**config.mk**
```make
export PLATFORM = sky130hd
export DESIGN_NAME = sr_gpio_expander
export DESIGN_NICKNAME = d
export VERILOG_FILES = /design/src/rtl/sr_gpio_pkg.sv /design/src/rtl/sr_shadow.sv /design/src/rtl/sr_serializer.sv /design/src/rtl/sr_gpio_expander.sv
export SDC_FILE = /design/constraint.sdc
export NUM_CORES = 1
export LEC_CHECK = 0
export ABC_AREA = 1
export BUFFER_PORTS_ARGS = -buffer_cell sky130_fd_sc_hd__buf_2
export CAP_MARGIN = 20
export CORE_ASPECT_RATIO = 1.75
export CORE_UTILIZATION = 40
export DETAILED_ROUTE_END_ITERATION = 8
export SLEW_MARGIN = 20
export SYNTH_ARGS = -nofsm -noshare
export SYNTH_HDL_FRONTEND = slang
export SYNTH_SLANG_ARGS = --single-unit
```
**constraint.sdc**
```tcl
create_clock -name clk -period 1.4 [get_ports clk]
set_input_delay 0.07 -clock clk [delete_from_list [all_inputs] [get_ports clk]]
set_output_delay 0.07 -clock clk [all_outputs]
set_load 0.05 [all_outputs]
```
**src/rtl/sr_gpio_pkg.sv**
```systemverilog
`timescale 1ns/1ps
package sr_gpio_pkg;
  typedef enum logic [2:0] {
    OP_GET      = 3'd0,
    OP_SET      = 3'd1,
    OP_MAKE_OUT = 3'd2,
    OP_MAKE_IN  = 3'd3,
    OP_QUERY    = 3'd4
  } gpio_op_e;

  typedef enum logic [1:0] {
    CT_KICK = 2'd0,
    CT_BUSY = 2'd1,
    CT_IDLE = 2'd2
  } ctrl_state_e;

  typedef enum logic [1:0] {
    SH_IDLE = 2'd0,
    SH_LOW  = 2'd1,
    SH_HIGH = 2'd2,
    SH_TAIL = 2'd3
  } shift_state_e;
endpackage

```
**src/rtl/sr_shadow.sv**
```systemverilog
`timescale 1ns/1ps
module sr_shadow #(
  parameter int NUM_REGS = 1,
  parameter logic [NUM_REGS*8-1:0] DEFAULTS = '0,
  parameter int PIN_W = 4
) (
  input  logic                  clk,
  input  logic                  rst_n,
  input  logic                  wr_en,
  input  logic [PIN_W-1:0]      wr_pin,
  input  logic                  wr_val,
  input  logic [PIN_W-1:0]      rd_pin,
  output logic                  rd_bit,
  output logic [NUM_REGS*8-1:0] stream
);
  localparam int NPINS = NUM_REGS * 8;
  localparam int RW    = PIN_W - 3;
  localparam int EXT   = 1 << PIN_W;

  logic [RW-1:0] wr_reg;
  logic [2:0]    wr_bit;
  assign wr_reg = wr_pin[PIN_W-1:3];
  assign wr_bit = wr_pin[2:0];

  // Bank g holds the byte for chain register NUM_REGS-1-g, so bank 0 goes out first
  for (genvar g = 0; g < NUM_REGS; g++) begin : g_bank
    localparam int REG = NUM_REGS - 1 - g;
    logic [7:0] byte_q, byte_d;
    logic       hit;

    assign hit = wr_en && (wr_reg == RW'(REG));

    always_comb begin
      byte_d = byte_q;
      if (hit) byte_d[wr_bit] = wr_val;
    end

    always_ff @(posedge clk or negedge rst_n) begin
      if (!rst_n)   byte_q <= DEFAULTS[REG*8 +: 8];
      else if (hit) byte_q <= byte_d;
    end

    assign stream[REG*8 +: 8] = byte_q;
  end

  logic [EXT-1:0] ext;
  always_comb begin
    ext = '0;
    ext[NPINS-1:0] = stream;
  end
  assign rd_bit = ext[rd_pin];

  // the shadow only changes through a write
  a_r5_shadow_hold: assert property (@(posedge clk) disable iff (!rst_n)
    !wr_en |=> $stable(stream));
endmodule

```
**src/rtl/sr_serializer.sv**
```systemverilog
`timescale 1ns/1ps
module sr_serializer
  import sr_gpio_pkg::*;
#(
  parameter int NBITS = 8,
  parameter int HALF  = 2
) (
  input  logic             clk,
  input  logic             rst_n,
  input  logic             start,
  input  logic [NBITS-1:0] data,
  output logic             sclk,
  output logic             mosi,
  output logic             cs_n,
  output logic             done
);
  localparam int HCW = (HALF > 1) ? $clog2(HALF) : 1;
  localparam int LW  = $clog2(NBITS) + 1;

  shift_state_e     st_q, st_d;
  logic [NBITS-1:0] sr_q, sr_d;
  logic [LW-1:0]    left_q, left_d;
  logic [HCW-1:0]   hc_q, hc_d;
  logic             sclk_q, sclk_d, cs_q, cs_d, done_q, done_d;
  logic             half_end;

  assign half_end = (hc_q == HCW'(HALF - 1));

  always_comb begin
    st_d = st_q; sr_d = sr_q; left_d = left_q; hc_d = hc_q;
    sclk_d = sclk_q; cs_d = cs_q; done_d = 1'b0;
    case (st_q)
      SH_IDLE: if (start) begin
        sr_d = data; cs_d = 1'b0; hc_d = '0;
        left_d = LW'(NBITS - 1); st_d = SH_LOW;
      end
      SH_LOW: if (half_end) begin
        sclk_d = 1'b1; hc_d = '0; st_d = SH_HIGH;
      end else hc_d = hc_q + 1'b1;
      SH_HIGH: if (half_end) begin
        sclk_d = 1'b0; hc_d = '0;
        if (left_q == '0) st_d = SH_TAIL;
        else begin
          sr_d = sr_q << 1; left_d = left_q - 1'b1; st_d = SH_LOW;
        end
      end else hc_d = hc_q + 1'b1;
      SH_TAIL: if (half_end) begin
        cs_d = 1'b1; done_d = 1'b1; st_d = SH_IDLE;
      end else hc_d = hc_q + 1'b1;
      default: st_d = SH_IDLE;
    endcase
  end

  always_ff @(posedge clk or negedge rst_n) begin
    if (!rst_n) begin
      st_q <= SH_IDLE; sr_q <= '0; left_q <= '0; hc_q <= '0;
      sclk_q <= 1'b0; cs_q <= 1'b1; done_q <= 1'b0;
    end else begin
      st_q <= st_d; sr_q <= sr_d; left_q <= left_d; hc_q <= hc_d;
      sclk_q <= sclk_d; cs_q <= cs_d; done_q <= done_d;
    end
  end

  assign sclk = sclk_q;
  assign cs_n = cs_q;
  assign done = done_q;
  assign mosi = cs_q ? 1'b0 : sr_q[NBITS-1];

  // no clock edges outside a frame
  a_r2_sclk_in_frame: assert property (@(posedge clk) disable iff (!rst_n)
    sclk |-> !cs_n);
  // data held while the clock is high
  a_r3_mosi_stable: assert property (@(posedge clk) disable iff (!rst_n)
    (sclk && $past(sclk)) |-> $stable(mosi));
  // done is a single pulse
  a_r11_done_pulse: assert property (@(posedge clk) disable iff (!rst_n)
    done |=> !done);
  // done coincides with the latch edge
  a_r11_done_latch: assert property (@(posedge clk) disable iff (!rst_n)
    done |-> (cs_n && !$past(cs_n)));
endmodule

```
**src/rtl/sr_gpio_expander.sv**
```systemverilog
`timescale 1ns/1ps
module sr_gpio_expander
  import sr_gpio_pkg::*;
#(
  parameter int NUM_REGS = 1,
  parameter logic [NUM_REGS*8-1:0] DEFAULTS = '0,
  parameter int CLK_DIV = 4,
  localparam int NPINS = NUM_REGS * 8,
  localparam int PIN_W = $clog2(NPINS) + 1
) (
  input  logic             clk,
  input  logic             rst_n,
  input  logic             req_valid,
  output logic             req_ready,
  input  logic [2:0]       req_op,
  input  logic [PIN_W-1:0] req_pin,
  input  logic             req_value,
  output logic             rsp_valid,
  output logic             rsp_data,
  output logic             rsp_error,
  output logic             sclk,
  output logic             mosi,
  output logic             cs_n,
  output logic             oe_n,
  output logic             frame_done
);
  localparam int HALF = CLK_DIV / 2;

  // asynchronous assert, synchronous release
  logic [1:0] rsync_q;
  logic       rst_sn;
  always_ff @(posedge clk or negedge rst_n) begin
    if (!rst_n) rsync_q <= 2'b00;
    else        rsync_q <= {rsync_q[0], 1'b1};
  end
  assign rst_sn = rsync_q[1];

  ctrl_state_e      st_q, st_d;
  logic             oe_n_q;
  logic             rv_q, rd_q, re_q, rv_d, rd_d, re_d;
  logic             accept, pin_ok, is_write, wr_en, start, rd_bit;
  logic [NPINS-1:0] stream;

  assign req_ready = (st_q == CT_IDLE);
  assign accept    = req_valid && req_ready;
  assign pin_ok    = (req_pin < PIN_W'(NPINS));
  assign is_write  = (req_op == OP_SET) || (req_op == OP_MAKE_OUT);
  assign wr_en     = accept && pin_ok && is_write;

  sr_shadow #(.NUM_REGS(NUM_REGS), .DEFAULTS(DEFAULTS), .PIN_W(PIN_W)) u_shadow (
    .clk(clk), .rst_n(rst_sn), .wr_en(wr_en), .wr_pin(req_pin),
    .wr_val(req_value), .rd_pin(req_pin), .rd_bit(rd_bit), .stream(stream)
  );

  sr_serializer #(.NBITS(NPINS), .HALF(HALF)) u_ser (
    .clk(clk), .rst_n(rst_sn), .start(start), .data(stream),
    .sclk(sclk), .mosi(mosi), .cs_n(cs_n), .done(frame_done)
  );

  always_comb begin
    st_d  = st_q;
    start = 1'b0;
    case (st_q)
      CT_KICK: begin start = 1'b1; st_d = CT_BUSY; end
      CT_BUSY: if (frame_done) st_d = CT_IDLE;
      CT_IDLE: if (wr_en) st_d = CT_KICK;
      default: st_d = CT_IDLE;
    endcase
  end

  always_comb begin
    rv_d = accept;
    rd_d = 1'b0;
    re_d = 1'b0;
    if (accept) begin
      if (!pin_ok) re_d = 1'b1;
      else begin
        case (req_op)
          OP_GET:      rd_d = rd_bit;
          OP_SET:      rd_d = 1'b0;
          OP_MAKE_OUT: rd_d = 1'b0;
          OP_QUERY:    rd_d = 1'b1;
          default:     re_d = 1'b1;
        endcase
      end
    end
  end

  always_ff @(posedge clk or negedge rst_sn) begin
    if (!rst_sn) begin
      st_q <= CT_KICK; oe_n_q <= 1'b1;
      rv_q <= 1'b0; rd_q <= 1'b0; re_q <= 1'b0;
    end else begin
      st_q <= st_d; oe_n_q <= 1'b0;
      rv_q <= rv_d; rd_q <= rd_d; re_q <= re_d;
    end
  end

  assign oe_n      = oe_n_q;
  assign rsp_valid = rv_q;
  assign rsp_data  = rd_q;
  assign rsp_error = re_q;

  // no request is taken while a frame is on the wire
  a_r4_busy_not_ready: assert property (@(posedge clk) disable iff (!rst_sn)
    !cs_n |-> !req_ready);
  // out-of-range pins are rejected
  a_r1_range_error: assert property (@(posedge clk) disable iff (!rst_sn)
    (accept && !pin_ok) |=> (rsp_valid && rsp_error));
  // make-input is rejected
  a_r6_input_error: assert property (@(posedge clk) disable iff (!rst_sn)
    (accept && req_op == OP_MAKE_IN) |=> (rsp_valid && rsp_error));
  // query reports output
  a_r7_query_output: assert property (@(posedge clk) disable iff (!rst_sn)
    (accept && pin_ok && req_op == OP_QUERY) |=> (rsp_data && !rsp_error));
  // one response per accepted request
  a_r12_rsp_follows: assert property (@(posedge clk) disable iff (!rst_sn)
    accept |=> rsp_valid);
  // output enable stays active once released
  a_r9_oe_held: assert property (@(posedge clk) disable iff (!rst_sn)
    !oe_n |=> !oe_n);
endmodule

```
Word level (Yosys, flattened, before mapping)

Cells that the tools add are included.

Logic and storage cells: 96
Output and inout bits: 9
Input bits: 11
Bits in registers: 34

Equality and inequality tests: 15
Add/sub/neg operators: 2
Multiplexer cells: 40
Bitwise gates (word level): 1
$lt $le $gt $ge: 4
Reductions and logical operators: 20

Operators with widths:

| operator                                                                      | count |
|---|---|
| 8-bit 2-to-1 mux                                                              | 3 |
| 1-bit 2-to-1 mux                                                              | 16 |
| 8-bit case mux with 2 select lines                                            | 1 |
| 2-bit 2-to-1 mux                                                              | 7 |
| 4-bit 2-to-1 mux                                                              | 3 |
| 2-bit by 1-bit inequality test with 1-bit output (second input constant)      | 5 |
| 8-bit bitwise mux                                                             | 1 |
| 2-bit case mux with 4 select lines                                            | 1 |
| 4-bit case mux with 2 select lines                                            | 1 |
| 4-bit AND reduction                                                           | 2 |
| 2-bit == test (second input constant)                                         | 3 |
| 1-bit case mux with 2 select lines                                            | 3 |
| 2-bit case mux with 3 select lines                                            | 1 |
| 3-bit AND reduction                                                           | 2 |
| 2-bit nonzero test                                                            | 3 |
| 1-bit logical AND                                                             | 5 |
| 4-bit by 5-bit less-than comparator with 1-bit output (second input constant) | 1 |
| 1-bit binary-select mux with 4-bit select                                     | 1 |
| 2-bit by 1-bit == test with 1-bit output (second input constant)              | 2 |
| 2-bit zero test                                                               | 2 |
| 4-bit zero test                                                               | 1 |
| 3-bit by 4-bit less-than comparator with 1-bit output (second input constant) | 1 |
| 4-bit less-than comparator (second input constant)                            | 1 |
| 2-bit inequality test (second input constant)                                 | 2 |
| 14 further kinds                                                              | 14 |

Depth between registers and ports, before layout

Depth after elaboration: 6
Gate-level depth with buffers: 10
Mapped depth without buffers: 9

Modules after synthesis

Synthesis repeated with hierarchy kept, for this count alone.

Cell total of the unflattened synthesis: 228
Area total of the unflattened synthesis: 1830.5 µm²

By module, submodules not included:

| module           | cells each | area an instance (µm²) | sequential area each (µm²) | times used |
|---|---|---|---|---|
| sr_serializer    | 122        | 1032.2                 | 451.7                      | 1 |
| sr_shadow        | 73         | 486.7                  | 200.2                      | 1 |
| sr_gpio_expander | 33         | 311.5                  | 201.4                      | 1 |

Worst setup path before layout

No wires, ideal clock.

Path kind: register to register
Start: register u_ser.st_q[0]
End: register u_ser.left_q[0]
Path buffers: 1
Data required time: 1.277 ns
Setup time: 0.123 ns
Arrival: 1.360 ns
Setup slack: -0.083 ns
Period minus slack after synthesis: 1.483 ns
Cell stages (with the launch flop): 10
Path through: dfrtp_1 > inv_1 > ha_1 > inv_2 > nor2_1 > a21oi_1 > nand3_2 > buf_6 > nand2_1 > nand2_1

Cells in the longest elaborated chain, start to end: 3
Elaborated cells between the ends (all ways): 8
Classes of those cells: eq/ne (4); mux (1); reduce/logical (3)

RTL lines:

| element                                                 | RTL line            | source |
|---|---|---|
| from (decl)                                             | sr_serializer.sv:20 | `shift_state_e st_q, st_d;` |
| from (signal assigned)                                  | sr_serializer.sv:56 | `st_q <= SH_IDLE; sr_q <= '0; left_q <= '0; hc_q <= '0;` |
| from (signal assigned)                                  | sr_serializer.sv:59 | `st_q <= st_d; sr_q <= sr_d; left_q <= left_d; hc_q <= hc_d;` |
| 2-bit == test / 2-bit zero test (equally long branches) | sr_serializer.sv:32 | `case (st_q)` |
| 2-bit inequality test (no line) (tied with other cells) | --                  |  |
| 4-bit AND reduction (no line)                           | --                  |  |
| to (signal assigned)                                    | sr_serializer.sv:56 |  |
| to (signal assigned)                                    | sr_serializer.sv:59 |  |
| to (decl)                                               | sr_serializer.sv:22 | `logic [LW-1:0] left_q, left_d;` |

Several ways; a longest one is shown, not always the timed one.
A chain may end at the register's enable or synchronous reset.

Worst setup path after layout

Start: register u_ser.st_q[1]
End: register u_ser.left_q[2]

Same word-level chain as after synthesis.

==> flow_metrics.py <==
metrics = {
    "route": {
        "drc": 0,
        "via_per_inst": 4.700,
        "vias": 1443,
        "wl_per_cell_um": 11.47,
        "wl_um": 3522,
        "dr.pass1.iters": 4,
        "antenna_left": 0,
        "first_iter_violations": 25,
    },
    "setup_path": {
        "cp_data_arrival_time_ns": 1.62,
        "critPathSlowestCell": "dfrtp_1",
        "crit_path_end_kind": "flip-flop",
        "path_delay_family": "buffers and inverters",
        "critPathMaxStageDelay_ns": 0.42,
        "r2r-start": "u_ser.st_q[1]$_DFFE_PN0P_",
        "rrSetupSlack_ns": -0.0006,
        "cp_data_required_time_ns": 1.62,
        "reg2reg_depth": 8,
        "crit_buf_inv": 4,
        "cp-start-kind": "flip-flop",
        "critPathKind": "reg2reg",
        "worst-path-max-fanout": 6,
        "r2r-end": "u_ser.left_q[2]$_DFFE_PN0P_",
        "path_cells": "inv_1 > ha_4 > inv_2 > a21oi_2 > nand3_2 > buf_6 > buf_4 > o21ai_2",
    },
    "min_path": {
        "min_to": "rsp_valid$_DFF_PN0_",
        "whs_path_depth": 3,
        "min_path_type": "in2reg",
        "min_from": "req_valid",
    },
    "synthesis": {
        "synth.distinct_cells": 27,
        "ys_ff_latch": 34,
        "syn-num-nets": 234,
        "ys_seq_area_share_pct": 46.78,
        "syn-instance-count": 216,
        "synthesis.area_um2": 1824,
        "ys_warn_count": 0,
        "synth.avg_cell_area_um2": 8.446,
    },
    "layout": {
        "fin_nets": 273,
        "fill_cells": 454,
        "area_growth_syn_to_layout_pct": 23.73,
        "design_area_um2": 2257,
        "final_layout_size_suffix_gt1_share_pct": 31.25,
        "post-route-util_pct": 51.25,
        "antenna_cells": 0,
    },
    "die": {
        "die-area_um2": 4845,
        "core_area_um2": 4404,
        "die_h_um": 91.34,
        "die_width_um": 53.05,
        "fp-row-count": 32,
        "initial_core_util_pct": 41.42,
        "io_pins": 20,
    },
    "global_routing": {
        "grt-ovfl-total": 0,
        "grt_max_degree": 26,
        "antenna_found_initial": 0,
        "grt_pass1_vias": 1363,
        "grt_pass1_wl_um": 6127,
        "track_usage_pct": 17.50,
    },
    "sta": {
        "period_share_pct": 100.0,
        "hold_ws_ns": 0.01210,
        "fin_worst_skew_ns": 0.009353,
        "slew_viol_final": 0,
        "rsz0062_at_grt": "yes",
        "max_freq_mhz": 714.0,
        "setup_viol": 1,
        "fin_crit_ns": 1.401,
        "final.setup.worst_slack_ns": -0.0006102,
        "hold_viol_final": 0,
    },
    "run": {
        "drv_cap": 0,
    },
    "pwr": {
        "p_sw_mw": 2.057,
        "p_int_mw": 2.826,
        "p_seq_share_pct": 30.7,
        "switching_share_pct": 42.12,
        "power_leakage_nw": 1.167,
        "ir_worst_vdd_mv": 1.063,
        "powerDensity_nw_per_um2": 2163,
        "design_power_total_mw": 4.883,
        "p_clk_share_pct": 18.3,
        "power_frac_comb_pct": 51.0,
    },
    "place": {
        "gp_congestion": 0.7550,
        "portBuffers": 19,
        "dp_hpwl_um": 2670,
        "preCtsSetupSlack_ns": -0.03618,
        "place_area_um2": 2068,
    },
    "clock_tree": {
        "cts_tree": "done",
        "cts_root_buffer": "clkbuf_8",
        "cts.sinks": 34,
        "clock_latency_ns": 0.29,
        "numCtsBuffers": 5,
        "path_clk_slew_ns": 0.08,
        "htreeDepth": 2,
        "cts_buffer_depth": 2,
    },
    "outcome": {
        "status": "finished, violations left",
        "violations": "setup timing",
    },
}
-- state kept, by name (all words and copies together) (netlist names) --
name             flops
u_shadow.stream      8
rsync_q              2
oe_n                 1
st_q                 2
u_ser.sr_q           8
u_ser.cs_n           1
u_ser.done           1
rsp_valid            1
rsp_data             1
rsp_error            1
u_ser.st_q           2
u_ser.left_q         4
u_ser.sclk           1
u_ser.half_end       1
-- power groups by stage --
stage	Sequential, mW	Combinational (mW)	Clock, mW
global placement	1.52	2.22	0
finish	1.50	2.49	0.895
CTS	1.50	2.33	0.927
floorplan	1.69	1.47	0
detailed placement	1.52	2.24	0
global route	1.54	2.75	0.969
-- routing by layer --
metal,vias up,global-route usage [%],wire length [µm],part of all wire [%]
met5,-,0,0,0
met2,14,28.80,1867,53
li1,765,-,-,-
met3,6,4.020,60,1.7
met4,0,9.211,94,2.7
met1,658,20.15,1500,43
-- cells in the mapped netlist, drive strengths merged --
cell | number | area share [%]
conb | 2 | 0.41
nor3 | 6 | 1.6
inv | 27 | 5.6
nand2 | 54 | 12
o31ai | 1 | 0.41
a21oi | 6 | 1.6
mux2i | 5 | 2.7
clkinv | 1 | 0.27
ha | 7 | 4.8
xor2 | 1 | 0.48
nand4 | 6 | 2.1
dfrtp | 32 | 44
a31oi | 1 | 0.34
nand3 | 14 | 4.1
dfstp | 2 | 2.9
o21ai | 19 | 7.5
buf | 5 | 2.4
o22ai | 1 | 0.34
nor2 | 25 | 6.4
clkbuf | 1 | 0.21
-- worst max-delay path by stage --
| stage | slack [ns] | start | cells past startpoint | to |
|---|---|---|---|---|
| after global routing | -0.09 | u_ser.st_q[0]$_DFFE_PN0P_ | 10 | u_ser.left_q[1]$_DFFE_PN0P_ |
| after detailed placement | -0.04 | u_ser.st_q[0]$_DFFE_PN0P_ | 8 | u_ser.left_q[0]$_DFFE_PN0P_ |
| final | -0.0006 | u_ser.st_q[1]$_DFFE_PN0P_ | 8 | u_ser.left_q[2]$_DFFE_PN0P_ |
| after global placement | -0.02 | u_ser.st_q[1]$_DFFE_PN0P_ | 8 | u_ser.sr_q[6]$_DFFE_PN0P_ |
| after floorplan | -0.01 | st_q[1]$_DFFE_PN0P_ | 10 | u_shadow.stream[1]$_DFFE_PN0P_ |
| after CTS | 0.0006 | u_ser.st_q[0]$_DFFE_PN0P_ | 8 | u_ser.left_q[0]$_DFFE_PN0P_ |
-- stage by stage --
step / setup TNS, ns / cells
6_report: -0.0006102 / 307
5_1_grt: -0.8634 / 307
4_1_cts: 0 / 304
3_5_place_dp: -0.2421 / 294
3_3_place_gp: -0.09314 / 294
2_1_floorplan: -0.04926 / 216
-- repair_timing --
| item | CTS | global route |
|---|---|---|
| setup buffers | 1 | 3 |
| pin swaps | 3 | 4 |
| setup endpoints to repair | 12 | 14 |
| hold buffers | 1 | 0 |
| hold endpoints to repair | 2 | 0 |
| gates resized for setup | 6 | 10 |
-- cells in the final DEF, fill, tap and decap left out, types with 2 or more instances in the layout --
cell type / instances
a21oi_1: 5
buf_2: 19
buf_4: 15
buf_6: 2
clkbuf_8: 5
clkinv_2: 3
conb_1: 2
dfrtp_1: 32
dfstp_2: 2
ha_1: 5
ha_4: 2
inv_1: 20
inv_2: 6
mux2i_1: 4
nand2_1: 51
nand2_4: 2
nand3_1: 13
nand4_1: 6
nor2_1: 21
nor2_4: 3
nor3_1: 6
o21ai_1: 5
o21ai_2: 13
-- area by class of cell --
| type | instances | area [µm²] | area share [%] |
|---|---|---|---|
| Timing Repair Buffer | 38 | 260.3 | 11.53 |
| Tap cell | 51 | 63.81 | 2.827 |
| Multi-Input combinational cell | 148 | 862.1 | 38.19 |
| Clock inverter | 3 | 40.04 | 1.774 |
| Clock buffer | 5 | 68.82 | 3.049 |
| Sequential cell | 34 | 853.3 | 37.80 |
| Inverter | 28 | 108.9 | 4.823 |
-- worst min-delay path, stage by stage --
cell     delay [ns]
buf_2          0.10
nand2_4        0.06
inv_1          0.05
-- cell families after synthesis --
kind of cell             share of synthesized area [%]
AND/OR/NAND/NOR                                  26.13
flip-flops                                       46.78
multiplexers                                     2.744
buffers and inverters                            8.435
AO/OA/AOI/OAI                                    10.22
XOR/XNOR                                        0.4802
other                                           0.4117
adder cells (fa/ha/maj)                          4.801
Note: power is estimated with default switching activity, not from simulation.
